===== src/rtl/hzd_pkg.sv =====
package hzd_pkg;
  typedef enum logic [1:0] {
    FWD_RF  = 2'b00,
    FWD_MEM = 2'b01,
    FWD_WB  = 2'b10
  } fwd_sel_e;

  typedef enum logic [2:0] {
    BR_NONE = 3'd0,
    BR_EQZ  = 3'd1,
    BR_NEZ  = 3'd2,
    BR_JMP  = 3'd3,
    BR_JREG = 3'd4
  } br_kind_e;

  typedef struct packed {
    logic ex;
    logic mem;
    logic wb;
  } hit_t;
endpackage


===== src/rtl/hzd_src_match.sv =====
module hzd_src_match #(
  parameter int REG_AW = 5
) (
  input  logic [REG_AW-1:0] rs,
  input  logic [REG_AW-1:0] ex_rd,
  input  logic              ex_we,
  input  logic [REG_AW-1:0] mem_rd,
  input  logic              mem_we,
  input  logic [REG_AW-1:0] wb_rd,
  input  logic              wb_we,
  output hzd_pkg::hit_t     hit
);
  logic nz;
  assign nz      = (rs != '0);
  assign hit.ex  = nz && ex_we  && (ex_rd  == rs);
  assign hit.mem = nz && mem_we && (mem_rd == rs);
  assign hit.wb  = nz && wb_we  && (wb_rd  == rs);
endmodule


===== src/rtl/hzd_branch_unit.sv =====
module hzd_branch_unit #(
  parameter int DATA_W = 32
) (
  input  logic [2:0]        kind,
  input  hzd_pkg::hit_t     hit,
  input  logic [DATA_W-1:0] rf_val,
  input  logic [DATA_W-1:0] mem_val,
  input  logic [DATA_W-1:0] wb_val,
  input  logic [DATA_W-1:0] target,
  output logic              reads_reg,
  output logic              taken,
  output logic [DATA_W-1:0] redirect
);
  import hzd_pkg::*;
  br_kind_e          k;
  logic [DATA_W-1:0] opval;
  logic              is_zero;

  assign k = br_kind_e'(kind);

  always_comb begin
    if (hit.mem)     opval = mem_val;
    else if (hit.wb) opval = wb_val;
    else             opval = rf_val;
  end

  assign is_zero = (opval == '0);

  always_comb begin
    taken     = 1'b0;
    reads_reg = 1'b0;
    redirect  = target;
    case (k)
      BR_EQZ:  begin taken = is_zero;  reads_reg = 1'b1; end
      BR_NEZ:  begin taken = !is_zero; reads_reg = 1'b1; end
      BR_JMP:  taken = 1'b1;
      BR_JREG: begin taken = 1'b1; reads_reg = 1'b1; redirect = opval; end
      default: taken = 1'b0;
    endcase
  end
endmodule


===== src/rtl/hzd_fwd_reg.sv =====
module hzd_fwd_reg (
  input  logic       clk,
  input  logic       rst,
  input  logic       bubble,
  input  logic [1:0] sel_a_d,
  input  logic [1:0] sel_b_d,
  output logic [1:0] sel_a_q,
  output logic [1:0] sel_b_q
);
  always_ff @(posedge clk) begin
    if (rst || bubble) begin
      sel_a_q <= 2'b00;
      sel_b_q <= 2'b00;
    end else begin
      sel_a_q <= sel_a_d;
      sel_b_q <= sel_b_d;
    end
  end

  // a bubble cycle leaves register-file selects in execute
  p_bubble_clears_r4: assert property (@(posedge clk) disable iff (rst)
    bubble |=> (sel_a_q == 2'b00 && sel_b_q == 2'b00));
endmodule


===== src/rtl/hazard_fwd_unit.sv =====
module hazard_fwd_unit #(
  parameter int REG_AW = 5,
  parameter int DATA_W = 32
) (
  input  logic              clk,
  input  logic              rst,
  input  logic [REG_AW-1:0] id_rs1,
  input  logic [REG_AW-1:0] id_rs2,
  input  logic              id_use_rs1,
  input  logic              id_use_rs2,
  input  logic [2:0]        id_br_kind,
  input  logic [DATA_W-1:0] id_rs1_val,
  input  logic [DATA_W-1:0] id_target,
  input  logic [REG_AW-1:0] ex_rd,
  input  logic              ex_we,
  input  logic              ex_load,
  input  logic [REG_AW-1:0] mem_rd,
  input  logic              mem_we,
  input  logic              mem_load,
  input  logic [DATA_W-1:0] mem_alu_val,
  input  logic [REG_AW-1:0] wb_rd,
  input  logic              wb_we,
  input  logic [DATA_W-1:0] wb_val,
  output logic              stall,
  output logic              flush,
  output logic [DATA_W-1:0] redirect_pc,
  output logic [1:0]        ex_fwd_a,
  output logic [1:0]        ex_fwd_b
);
  import hzd_pkg::*;
  localparam int NSRC = 2;

  logic [REG_AW-1:0] src    [NSRC];
  logic              src_use[NSRC];
  hit_t              hit    [NSRC];
  logic [1:0]        sel_d  [NSRC];
  logic              lu_hit [NSRC];

  assign src[0]     = id_rs1;
  assign src[1]     = id_rs2;
  assign src_use[0] = id_use_rs1;
  assign src_use[1] = id_use_rs2;

  for (genvar g = 0; g < NSRC; g++) begin : g_src
    hzd_src_match #(.REG_AW(REG_AW)) u_match (
      .rs(src[g]), .ex_rd(ex_rd), .ex_we(ex_we),
      .mem_rd(mem_rd), .mem_we(mem_we),
      .wb_rd(wb_rd), .wb_we(wb_we), .hit(hit[g])
    );
    always_comb begin
      if (!src_use[g])      sel_d[g] = FWD_RF;
      else if (hit[g].ex)   sel_d[g] = FWD_MEM;
      else if (hit[g].mem)  sel_d[g] = FWD_WB;
      else                  sel_d[g] = FWD_RF;
    end
    assign lu_hit[g] = src_use[g] && hit[g].ex && ex_load;
  end

  logic              br_reads, br_taken, load_use, br_wait;
  logic [DATA_W-1:0] br_redirect;

  hzd_branch_unit #(.DATA_W(DATA_W)) u_branch (
    .kind(id_br_kind), .hit(hit[0]), .rf_val(id_rs1_val),
    .mem_val(mem_alu_val), .wb_val(wb_val), .target(id_target),
    .reads_reg(br_reads), .taken(br_taken), .redirect(br_redirect)
  );

  assign load_use    = lu_hit[0] || lu_hit[1];
  assign br_wait     = br_reads && (hit[0].ex || (hit[0].mem && mem_load));
  assign stall       = load_use || br_wait;
  assign flush       = br_taken && !stall;
  assign redirect_pc = br_redirect;

  hzd_fwd_reg u_fwd_reg (
    .clk(clk), .rst(rst), .bubble(stall),
    .sel_a_d(sel_d[0]), .sel_b_d(sel_d[1]),
    .sel_a_q(ex_fwd_a), .sel_b_q(ex_fwd_b)
  );

  // load in execute feeding a used source must stall
  p_load_use_stall_r4: assert property (@(posedge clk) disable iff (rst)
    (ex_load && ex_we && ex_rd != '0 && id_use_rs2 && id_rs2 == ex_rd) |-> stall);
  // register 0 is never bypassed
  p_r0_no_fwd_r3: assert property (@(posedge clk) disable iff (rst)
    (id_rs1 == '0 && !stall) |=> ex_fwd_a == 2'b00);
  // no control transfer kind, no flush
  p_no_kind_no_flush_r7: assert property (@(posedge clk) disable iff (rst)
    flush |-> id_br_kind != 3'd0);
  // select codes stay in the legal set
  p_sel_legal_r1: assert property (@(posedge clk) disable iff (rst)
    ex_fwd_a != 2'b11 && ex_fwd_b != 2'b11);
  // a branch waiting on execute never flushes
  p_br_wait_no_flush_r8: assert property (@(posedge clk) disable iff (rst)
    (id_br_kind == 3'd1 && ex_we && ex_rd == id_rs1 && id_rs1 != '0) |-> (stall && !flush));
endmodule


===== config.mk =====
export PLATFORM = sky130hd
export DESIGN_NAME = hazard_fwd_unit
export DESIGN_NICKNAME = d
export VERILOG_FILES = /design/src/rtl/hzd_pkg.sv /design/src/rtl/hzd_src_match.sv /design/src/rtl/hzd_branch_unit.sv /design/src/rtl/hzd_fwd_reg.sv /design/src/rtl/hazard_fwd_unit.sv
export SDC_FILE = /design/constraint.sdc
export NUM_CORES = 1
export LEC_CHECK = 0
export BUFFER_PORTS_ARGS = -buffer_cell sky130_fd_sc_hd__buf_2
export CORE_AREA = 2 2 79 81
export DETAILED_ROUTE_END_ITERATION = 10
export DIE_AREA = 0 0 81 83
export PLACE_DENSITY = 0.86
export SYNTH_ARGS = -nofsm -noshare
export SYNTH_HDL_FRONTEND = slang
export SYNTH_SLANG_ARGS = --single-unit
export TNS_END_PERCENT = 100

===== constraint.sdc =====
create_clock -name clk -period 3.34 [get_ports clk]
set_clock_uncertainty 0.2 [all_clocks]
set_input_delay 0.668 -clock clk [delete_from_list [all_inputs] [get_ports clk]]
set_output_delay 0.668 -clock clk [all_outputs]
set_load 0.005 [all_outputs]

==> results of run 1 <==
area by class of cell:
class	count	area [um2]	area share
tap	75	93.8	0.0232
clock buffer	3	41.3	0.0102
inverter	1	3.75	0.000929
sequential	4	80.1	0.0198
timing repair buffer	279	1860	0.461
multi-input combinational	234	1960	0.485
layer usage:
metal	vias to the layer above	part of all wire	routed length, um	GRT usage
li1	1546	-	-	-
met1	1559	0.36	4160	0.353
met2	271	0.51	5920	0.529
met3	69	0.091	1070	0.0565
met4	0	0.048	566	0.159
met5	-	0	0	0
flip-flops by register name, summed over array words and instances, names as in the netlist:
name and cells:
u_fwd_reg.sel_a_q 2, u_fwd_reg.sel_b_q 2
cell usage after synthesis, types with 2 or more instances:
master    number
and3_1         4
buf_4          2
clkbuf_1      22
xor2_1         4
a31oi_1       32
nor4_1        12
nand3_1       32
dfxtp_1        4
nand2_1        4
xnor2_1       22
nand4_1        7
nor2_1         7
buf_6          2
o21ai_0       34
nor3_1        32
mux2_2        32
cells by family after synthesis:
group | share of synthesized area
AND/OR/NAND/NOR | 0.315
AO/OA/AOI/OAI | 0.236
multiplexers | 0.203
buffers and inverters | 0.0726
XOR/XNOR | 0.128
flip-flops | 0.0451
worst min-delay path by stage:
stage / startpoint / endpoint / cells past startpoint
2_1_floorplan: id_use_rs1 / u_fwd_reg.sel_a_q[0] / 1
3_3_place_gp: id_use_rs1 / u_fwd_reg.sel_a_q[0] / 2
3_5_place_dp: id_use_rs2 / u_fwd_reg.sel_b_q[0] / 2
4_1_cts: id_use_rs2 / u_fwd_reg.sel_b_q[0] / 2
5_1_grt: id_use_rs2 / u_fwd_reg.sel_b_q[0] / 2
6_report: id_use_rs2 / u_fwd_reg.sel_b_q[0] / 2
timing repair:
item | in CTS | in global routing
pin swaps | 18 | 23
endpoints found under the hold margin | 0 | 0
setup endpoints to repair | 30 | 34
resized for setup | 66 | 72
buffers inserted | 17 | 15
cloned | 5 | 0
report_power, final:
part           internal [W]  switching [W]  total [W]
clock             0.0000770      0.0000265   0.000103
combinational      0.000297       0.000237   0.000534
sequential        0.0000484   0.0000000721  0.0000484
total              0.000422       0.000263   0.000685
stage by stage:
stage / worst slack [ns] / total power (W) / std cells
after floorplan: -0.272 / 0.000207 / 266
after CTS: -0.772 / 0.000622 / 585
final: -0.893 / 0.000685 / 596
after global routing: -0.870 / 0.000717 / 596
after detailed placement: -0.831 / 0.000420 / 560
after global placement: -0.736 / 0.000414 / 560
layout by cell type, fill, tap and decap left out, types with 11 or more instances in the layout:
master	n
mux2_2	12
nor3_1	29
o21ai_0	15
buf_6	31
a31oi_1	15
nor4_1	11
xnor2_1	17
buf_2	188
mux2_4	20
nand3_1	29
buf_4	51
==> metrics.md, run 1 <==
| Metric | Value |
|---|---|
| WL final | 11700 um |
| Initial antenna violation count | 0 |
| Failing checks | negative setup slack |
| Total negative slack | -4.91 ns |
| Largest net degree at the start of global routing | 33 |
| Hold Crit Class | in2reg |
| All-layer global routing usage | 0.307 |
| RSZ-0062 raised after global routing | yes |
| Via count | 3445 |
| Post-Syn Area | 1770 um2 |
| Vias per cell | 5.78 |
| I/O Pins | 203 |
| Post-layout util | 0.695 |
| DRT iter0 DRCs | 206 |
| PD cells | 170 nW/um2 |
| Clock transition at path regs | 0.03 ns |
| CP Launch Point | id_rs1[2] |
| Max frequency | 0.236 GHz |
| Critical setup path kind | in2out |
| Final Hold Viols | 0 |
| IO buf count | 202 |
| Yosys top cell by area | mux2_2 |
| # nets final | 688 |
| Root Buffer | clkbuf_8 |
| CP delay by family, top | simple AND/OR/NAND/NOR gates |
| Max VDD drop | 0.103 mV |
| CP Capture Type | primary output |
| Avg Cell Area, Syn | 6.67 um2 |
| CTS tree | done |
| Die W | 81 um |
| CP Launch Type | input pin |
| Wire per inst | 19.7 um |
| Status | finished with violations |
| Critical path required time | 2.47 ns |
| Levels on crit path | 12 |
| Drt drc | 0 |
| Max_slew headroom | 0.644 |
| H-tree depth | 1 |
| Diodes inserted | 0 |
| Dpl cell area | 3140 um2 |
| Post-DP HPWL | 7660 um |
| Number of enable flip-flop cells after synthesis | 0 |
| CP cell instances | buf_6, or4_4, o211a_4, buf_12, buf_4, nand3_1, a31oi_2, nor4_1, nand4_1, or2_0, a211o_1, buf_2 |
| Register bit total from synthesis | 4 |
| Hold-fix buffers, CTS | 0 |
| Clk sinks | 4 |
| Vias in the first global route | 3443 |
| Fillers | 469 |
| Clock buffer depth | 2 |
| Rows | 28 |
| Worst setup endpoint | flush |
| Routability cong. | 0.990 |
| Final Critical Period | 4.23 ns |
| Slowest stage cell, crit path | or4_4 |
| Die height | 83 um |
| Die area | 6720 um2 |
| Tightest Pin Transition | 0.534 ns |
| Setup-failing EPs final | 33 |
| Final Cell Area | 4040 um2 |
| First-pass GRT wire length | 16300 um |
| Seq/Total Area, Yosys | 0.0451 |
| Std-Cell Core Area | 5820 um2 |
| Worst Hold Slack | 0.499 ns |
| Post-synth top area share | 0.203 |
| Worst path bufs/invs | 4 |
| Slew Limit Fails | 0 |
| Synth-to-layout area growth | 128% |
| Period utilization | 1.27 |
| Pre-Repair DR Iteration Count | 6 |
| Cells after Synth | 266 |
| Dominant synthesized flop cell | dfxtp_1 |
| Antenna Nets Post-Route | 0 |
| Largest cells by area after synthesis | mux2_2, a31oi_1, xnor2_1 |
| Critical path fanouts, max | 14 |
| Worst setup margin | -0.893 ns |
| TritonCTS buffer count | 3 |
| Worst path max stage delay | 0.58 ns |
| Leak | 1.89 nW |
| Max Cap Viol | 0 |
| Layout cells sized above 1 | 0.687 |
| Count of unique library cells instantiated by Yosys | 30 |
| Total grt overflow | 0 |
| Syn. warnings | 0 |
| Fraction of registers with async set or reset after synthesis | 0 |
| Critical path arrival | 3.36 ns |
| Syn Nets | 431 |
| Initial Util | 0.305 |
Note: power is estimated with default switching activity, not from simulation.
==> run 2, diff against run 1 <==
Settings changed: PLACE_DENSITY 0.86 to 0.83.
Clock period 3.34 ns to 3.9 ns, I/O delays scaled along.
==> run 2 against run 1 <==
  * The flow still finishes with violations (negative setup slack)
  * Cell area is 18% lower
  * Count of clock-buffer cells in the layout is the same
  * Critical path depth unchanged
  * Via count decreased by 6.4%
  * Die area unchanged
  * Setup slack better by 0.45 ns
  * Flip-flop and latch count unchanged
  * Clock power shrank 15%
  * Utilization decreased by 13 points
  * Sequential share of layout area grew 0.44 points
  * Sequential power decreased by 14%
  * Critical endpoint unchanged
==> metrics.md, run 2 (synthesized netlist as in run 1, its figures left out) <==
| Metric | Value |
|---|---|
| Vias in the first global route | 3186 (-7.5%) |
| PD cells | 141 nW/um2 (-17%) |
| Seq. cell area | 80.1 um2 (unchanged) |
| Initial antenna violation count | 0 (unchanged) |
| Reg power frac | 0.089 (+0.018) |
| Antenna Nets Post-Route | 0 (unchanged) |
| Die W | 81 um (unchanged) |
| Leading registers by flop count | u_fwd_reg.sel_a_q: 2 flops, u_fwd_reg.sel_b_q: 2 flops |
| Worst Hold Slack | 0.616 ns (+0.117 ns) |
| Slew Limit Fails | 0 (unchanged) |
| RSZ-0062 raised after global routing | yes |
| Most frequent cells in the layout | buf_2, buf_4, o21ai_0 |
| Final Cell Area | 3310 um2 (-18%) |
| Period utilization | 1.11 |
| Max frequency | 0.231 GHz |
| Pre-Repair DR Iteration Count | 5 (-1) |
| Area of the multi-input gates | 1590 um2 (-19%) |
| Clock network fraction of total power | 0.187 (+0.036) |
| Critical path required time | 2.92 ns (+0.45 ns) |
| Commonest non-fill, non-tap cell in the layout | buf_2 |
| Clock transition at path regs | 0.03 ns (about the same) |
| Pint | 0.000288 W (-32%) |
| Die area | 6720 um2 (unchanged) |
| Worst setup margin | -0.438 ns (+0.455 ns) |
| # nets final | 669 (-2.8%) |
| Post-CTS setup buffers | 0 (-17) |
| Synth-to-layout area growth | 86.5% |
| Leak | 1.56 nW (-18%) |
| Placed Cells | 574 (+2.5%) |
| Setup-failing EPs final | 2 (-94%) |
| Largest net degree at the start of global routing | 33 (unchanged) |
| First-pass GRT wire length | 14900 um (-8.7%) |
| H-tree depth | 1 (unchanged) |
| Hold-fix buffers, CTS | 0 (unchanged) |
| TritonCTS buffer count | 3 (unchanged) |
| Routability cong. | 0.870 (-12%) |
| Initial Util | 0.305 (unchanged) |
| Std-Cell Core Area | 5820 um2 (unchanged) |
| CP Capture Type | primary output |
| Layout cells sized above 1 | 0.602 (-0.0855) |
| Critical setup path kind | in2out |
| Vias per cell | 5.59 (-3.3%) |
| Setup WS pre-CTS | -0.497 ns (+0.333 ns) |
| Hold path start | id_use_rs2 |
| IO buf count | 202 (unchanged) |
| Root Buffer | clkbuf_8 |
| Dpl cell area | 3230 um2 (+2.7%) |
| Clk sinks | 4 (unchanged) |
| Diodes inserted | 0 (unchanged) |
| Hold Crit Class | in2reg |
| CP Launch Point | id_rs1[2] |
| Rows | 28 (unchanged) |
| Via count | 3225 (-6.4%) |
| Max VDD drop | 0.0730 mV (-29%) |
| Post-DP HPWL | 8210 um (+7.1%) |
| Critical path arrival | 3.36 ns (about the same) |
| Critical path fanouts, max | 12 (-2) |
| Max Cap Viol | 0 (unchanged) |
| All-layer global routing usage | 0.277 (-0.0309) |
| WL final | 9810 um (-16%) |
| Status | finished with violations |
| Wire per inst | 17.0 um (-14%) |
| Net switching power of the design | 0.000179 W (-32%) |
| CP Launch Type | input pin |
| Final Critical Period | 4.34 ns |
| Combinational power share | 0.724 (-0.054) |
| Total grt overflow | 0 (unchanged) |
| Clock buffer depth | 2 (unchanged) |
| Die height | 83 um (unchanged) |
| Drt drc | 0 (unchanged) |
| Tightest Pin Transition | 0.470 ns (-0.0639 ns) |
| Fillers | 587 (+25%) |
| DRT iter0 DRCs | 187 (-9.2%) |
| Layout Cells excl Fill | 577 (-3.2%) |
| I/O Pins | 203 (unchanged) |
| Total negative slack | -0.463 ns (+4.44 ns) |
| Max_slew headroom | 0.684 (+0.0397) |
| Failing checks | negative setup slack |
| Final Hold Viols | 0 (unchanged) |
| Fraction of power spent switching nets | 0.384 (-0.000423) |
| CTS tree | done |
run 2: power by group through the flow:
stage	Clock [W]	Combinational, W	Sequential (W)
finish	0.0000874	0.000338	0.0000415
global route	0.0000921	0.000365	0.0000414
CTS	0.0000893	0.000332	0.0000415
detailed placement	0	0.000328	0.0000420
global placement	0	0.000323	0.0000420
floorplan	0	0.000134	0.0000421
run 2: final timing paths:
kind | to | slack (ns) | cells past startpoint
min | u_fwd_reg.sel_b_q[0] | 0.62 | 2
max | flush | -0.44 | 12
run 2: critical path, cell delays in order:
cell and delay (ns):
buf_2 0.11, or4_4 0.57, o211ai_1 0.33, buf_4 0.25
o21ai_0 0.15, a31oi_1 0.33, nor4_1 0.11, buf_4 0.15
nand4_1 0.08, nor4_1 0.07, a211o_1 0.30, buf_2 0.14
run 2: layout make-up:
cell class	instances	share of cell area
clock buffers	3	0.0125
inverters	1	0.00113
multi-input cells	234	0.482
flip-flops and latches	4	0.0242
well taps	75	0.0284
repair buffers	260	0.452
run 2: metal layers:
| layer | vias to the layer above | wire length, um | track usage |
|---|---|---|---|
| li1 | 1501 | - | - |
| met1 | 1495 | 3900 | 0.339 |
| met2 | 200 | 4800 | 0.494 |
| met3 | 29 | 802 | 0.0261 |
| met4 | 0 | 306 | 0.0894 |
| met5 | - | 0 | 0 |
run 2: what timing repair did:
item,in CTS,in global routing
setup endpoints to repair,1,3
resized for setup,6,3
pin swaps,2,1
run 2: through the flow:
step / power [W] / utilization
floorplan: 0.000176 / -
global route: 0.000498 / 0.569
detailed placement: 0.000370 / 0.555
finish: 0.000467 / 0.569
global placement: 0.000365 / 0.555
CTS: 0.000463 / 0.566
==> run 3, diff against run 2 <==
Settings changed: ABC_AREA set to 1, PLACE_DENSITY 0.83 to 0.86.
==> run 3 against run 2 <==
  * The run now ends clean
  * Combinational power shrank 17%
  * First-iteration DRC count shrank 8.0%
  * Clock power is essentially flat
  * Fmax grew 17%
  * Non-clock buffer count shrank 47
  * Synthesized cell count grew 49%
  * Sequential power is essentially flat
  * Count of clock-buffer cells in the layout is the same
  * Final cell count grew 16%
  * Flip-flop and latch count is the same
  * Setup slack gained 0.62 ns
  * Critical endpoint unchanged
==> metrics.md, run 3 <==
| Metric | Value |
|---|---|
| Antenna Nets Post-Route | 0 (unchanged) |
| TritonCTS buffer count | 3 (unchanged) |
| Diodes inserted | 0 (unchanged) |
| Critical path fanouts, max | 16 (+4) |
| CP Capture Type | primary output |
| Layout Cells excl Fill | 667 (+16%) |
| Final Hold Viols | 0 (unchanged) |
| PD cells | 131 nW/um2 (-7.4%) |
| Slew Limit Fails | 0 (unchanged) |
| Fraction of registers with async set or reset after synthesis | 0 (unchanged) |
| Critical path required time | 2.92 ns (about the same) |
| Worst path max stage delay | 0.25 ns (-0.32 ns) |
| Die W | 81 um (unchanged) |
| Clock transition at path regs | 0.03 ns (about the same) |
| Count of unique library cells instantiated by Yosys | 33 (+10%) |
| Largest net degree at the start of global routing | 51 (+55%) |
| Critical setup path kind | in2out |
| Period utilization | 0.953 (-0.159) |
| Post-DP HPWL | 7410 um (-9.8%) |
| Root Buffer | clkbuf_8 |
| Most frequent cells in the layout | buf_2, nand2_1, nand3_1 |
| Largest family of logic cells by synthesized area | simple AND/OR/NAND/NOR gates |
| Initial antenna violation count | 0 (unchanged) |
| Dominant synthesized flop cell | dfxtp_1 |
| Slowest stage cell, crit path | nor2_4 |
| Yosys top cell by area | nand2_1 |
| Die height | 83 um (unchanged) |
| Cells after Synth | 397 (+49%) |
| WL final | 9260 um (-5.6%) |
| CP most frequent cell | nand2_1 |
| First-pass GRT wire length | 13300 um (-11%) |
| Final Critical Period | 3.72 ns (-0.620 ns) |
| Leak | 1.91 nW (+23%) |
| Leading registers by flop count | u_fwd_reg.sel_a_q: 2 flops, u_fwd_reg.sel_b_q: 2 flops |
| CTS tree | done |
| Post-synth top area share | 0.294 (+0.0909) |
| IO buf count | 202 (unchanged) |
| Number of enable flip-flop cells after synthesis | 0 (unchanged) |
| CP delay by family, top | simple AND/OR/NAND/NOR gates |
| # nets final | 759 (+13%) |
| Commonest non-fill, non-tap cell in the layout | buf_2 |
| Pre-Repair DR Iteration Count | 5 (unchanged) |
| Synth Area in Compound Gates | 0.162 (-0.0735) |
| Max VDD drop | 0.0923 mV (+27%) |
| Area of the multi-input gates | 1630 um2 (+2.2%) |
| Worst path bufs/invs | 5 (+1) |
| Seq. cell area | 80.1 um2 (unchanged) |
| DRT iter0 DRCs | 172 (-8.0%) |
| Seq/Total Area, Yosys | 0.0410 (-0.00413) |
| Std-Cell Core Area | 5820 um2 (unchanged) |
| Setup-failing EPs final | 0 (-2) |
| Max Cap Viol | 0 (unchanged) |
| Max_slew headroom | 0.732 (+0.0485) |
| Total grt overflow | 0 (unchanged) |
| Rows | 28 (unchanged) |
| Register bit total from synthesis | 4 (unchanged) |
| Wire per inst | 13.9 um (-18%) |
| Die area | 6720 um2 (unchanged) |
| Clock buffer depth | 2 (unchanged) |
| Max frequency | 0.269 GHz (+17%) |
| Mux cell area share after synthesis | 0 (-0.203) |
| Routability cong. | 0.888 (+2.0%) |
| Placed Cells | 658 (+15%) |
| I/O Pins | 203 (unchanged) |
| Fillers | 640 (+9.0%) |
| Largest cells by area after synthesis | nand2_1, nand3_1, o21ai_0 |
| Via count | 3346 (+3.8%) |
| CP Launch Type | input pin |
| Avg Cell Area, Syn | 4.92 um2 (-26%) |
| XOR/XNOR share of the synthesized area | 0.0314 (-0.0970) |
| Vias per cell | 5.02 (-10%) |
| Tot Pwr | 0.000409 W (-12%) |
| Syn. warnings | 0 (unchanged) |
| Tightest Pin Transition | 0.398 ns (-0.0722 ns) |
| Count leader, synth | nand2_1 |
| Critical path arrival | 2.74 ns (-0.62 ns) |
| CP cell instances | buf_2, inv_2, nand2_1, nand2_1, nand2_1, nor2_4, buf_12, nand2_4, nand2_1, nand3_1, nand2_1, nand2_1, nor2_1, nand2_1, nor2_2, nand2_1, nand2_1, nand3_1, nand2_1, inv_1, buf_2 |
| Initial Util | 0.336 (+0.0308) |
| Layout cells sized above 1 | 0.400 (-0.201) |
| Area share of and/or/nand/nor cells after synthesis | 0.628 (+0.313) |
| Post-Syn Area | 1950 um2 (+10%) |
| Syn Nets | 562 (+30%) |
| Vias in the first global route | 2857 (-10%) |
| Hold Crit Class | in2reg |
| All-layer global routing usage | 0.243 (-0.0332) |
| Worst Hold Slack | 0.632 ns (+0.0159 ns) |
| H-tree depth | 1 (unchanged) |
| Synth-to-layout area growth | 60.3% |
| Clk sinks | 4 (unchanged) |
| Status | finished clean |
| Synth Area in Adders | 0 (unchanged) |
| Drt drc | 0 (unchanged) |
| Post-synth top cells | nand2_1, nand3_1, o21ai_0 |
| Hold-fix buffers, CTS | 0 (unchanged) |
-- run 3: cell types whose count changed in the layout (fill, tap and decap cells not counted), sizes merged, moves of 26 or more --
cell and delta:
inv +34, buf -47, nor3 -26, mux2 -32, a31oi -32, nand2 +153
nand3 +38
-- run 3: worst paths after layout --
check | from | end | slack (ns) | depth (start not counted)
hold / removal | id_use_rs1 | u_fwd_reg.sel_a_q[1] | 0.63 | 3
setup / recovery | id_rs1[2] | flush | 0.18 | 21
-- run 3: cells by family (layout without fill, tap and decap cells) --
logic type             after synthesis  after routing
buffers and inverters               57            251
flip-flops                           4              4
XOR/XNOR                             7              7
AND/OR/NAND/NOR                    274            275
AO/OA/AOI/OAI                       55             55
-- run 3: what timing repair did --
action / CTS / global route
buffers inserted: 0 / 5
endpoints found under the setup margin: 0 / 1
gates resized for setup: 0 / 2
-- run 3: area by class of cell --
type,count,share of cell area
sequential,4,0.0256
inverter,35,0.0419
tap,75,0.0300
timing repair buffer,213,0.369
multi-input combinational,337,0.520
clock buffer,3,0.0132
-- run 3: tightest hold or removal path: cells and delay by family --
| family | cells | cell delay (ns) |
|---|---|---|
| AND/OR/NAND/NOR | 2 | 0.11 |
| buffers and inverters | 1 | 0.11 |
-- run 3: layer usage --
metal  global-route usage  vias up  share of wire
met5                    0        -              0
met4               0.0370        0         0.0092
met3               0.0272        8          0.075
met2                0.451      164           0.50
met1                0.300     1487           0.41
li1                     -     1687              -
-- run 3: power by group --
| part | switching [W] | leakage (nW) | internal, W |
|---|---|---|---|
| clock network | 0.0000216 | 0.0216 | 0.0000658 |
| logic | 0.000147 | 1.86 | 0.000134 |
| registers | 0.0000000525 | 0.0322 | 0.0000415 |
| total | 0.000168 | 1.91 | 0.000241 |
-- run 3: stage by stage --
stage | setup TNS (ns) | setup slack, ns | util | cell area (um2)
after floorplan | 0 | 0.787 | - | 1950
after CTS | 0 | 0.173 | 0.524 | 3050
after detailed placement | 0 | 0.178 | 0.517 | 3010
after global routing | -0.000870 | -0.000870 | 0.539 | 3130
final | 0 | 0.183 | 0.539 | 3130
after global placement | 0 | 0.190 | 0.517 | 3010
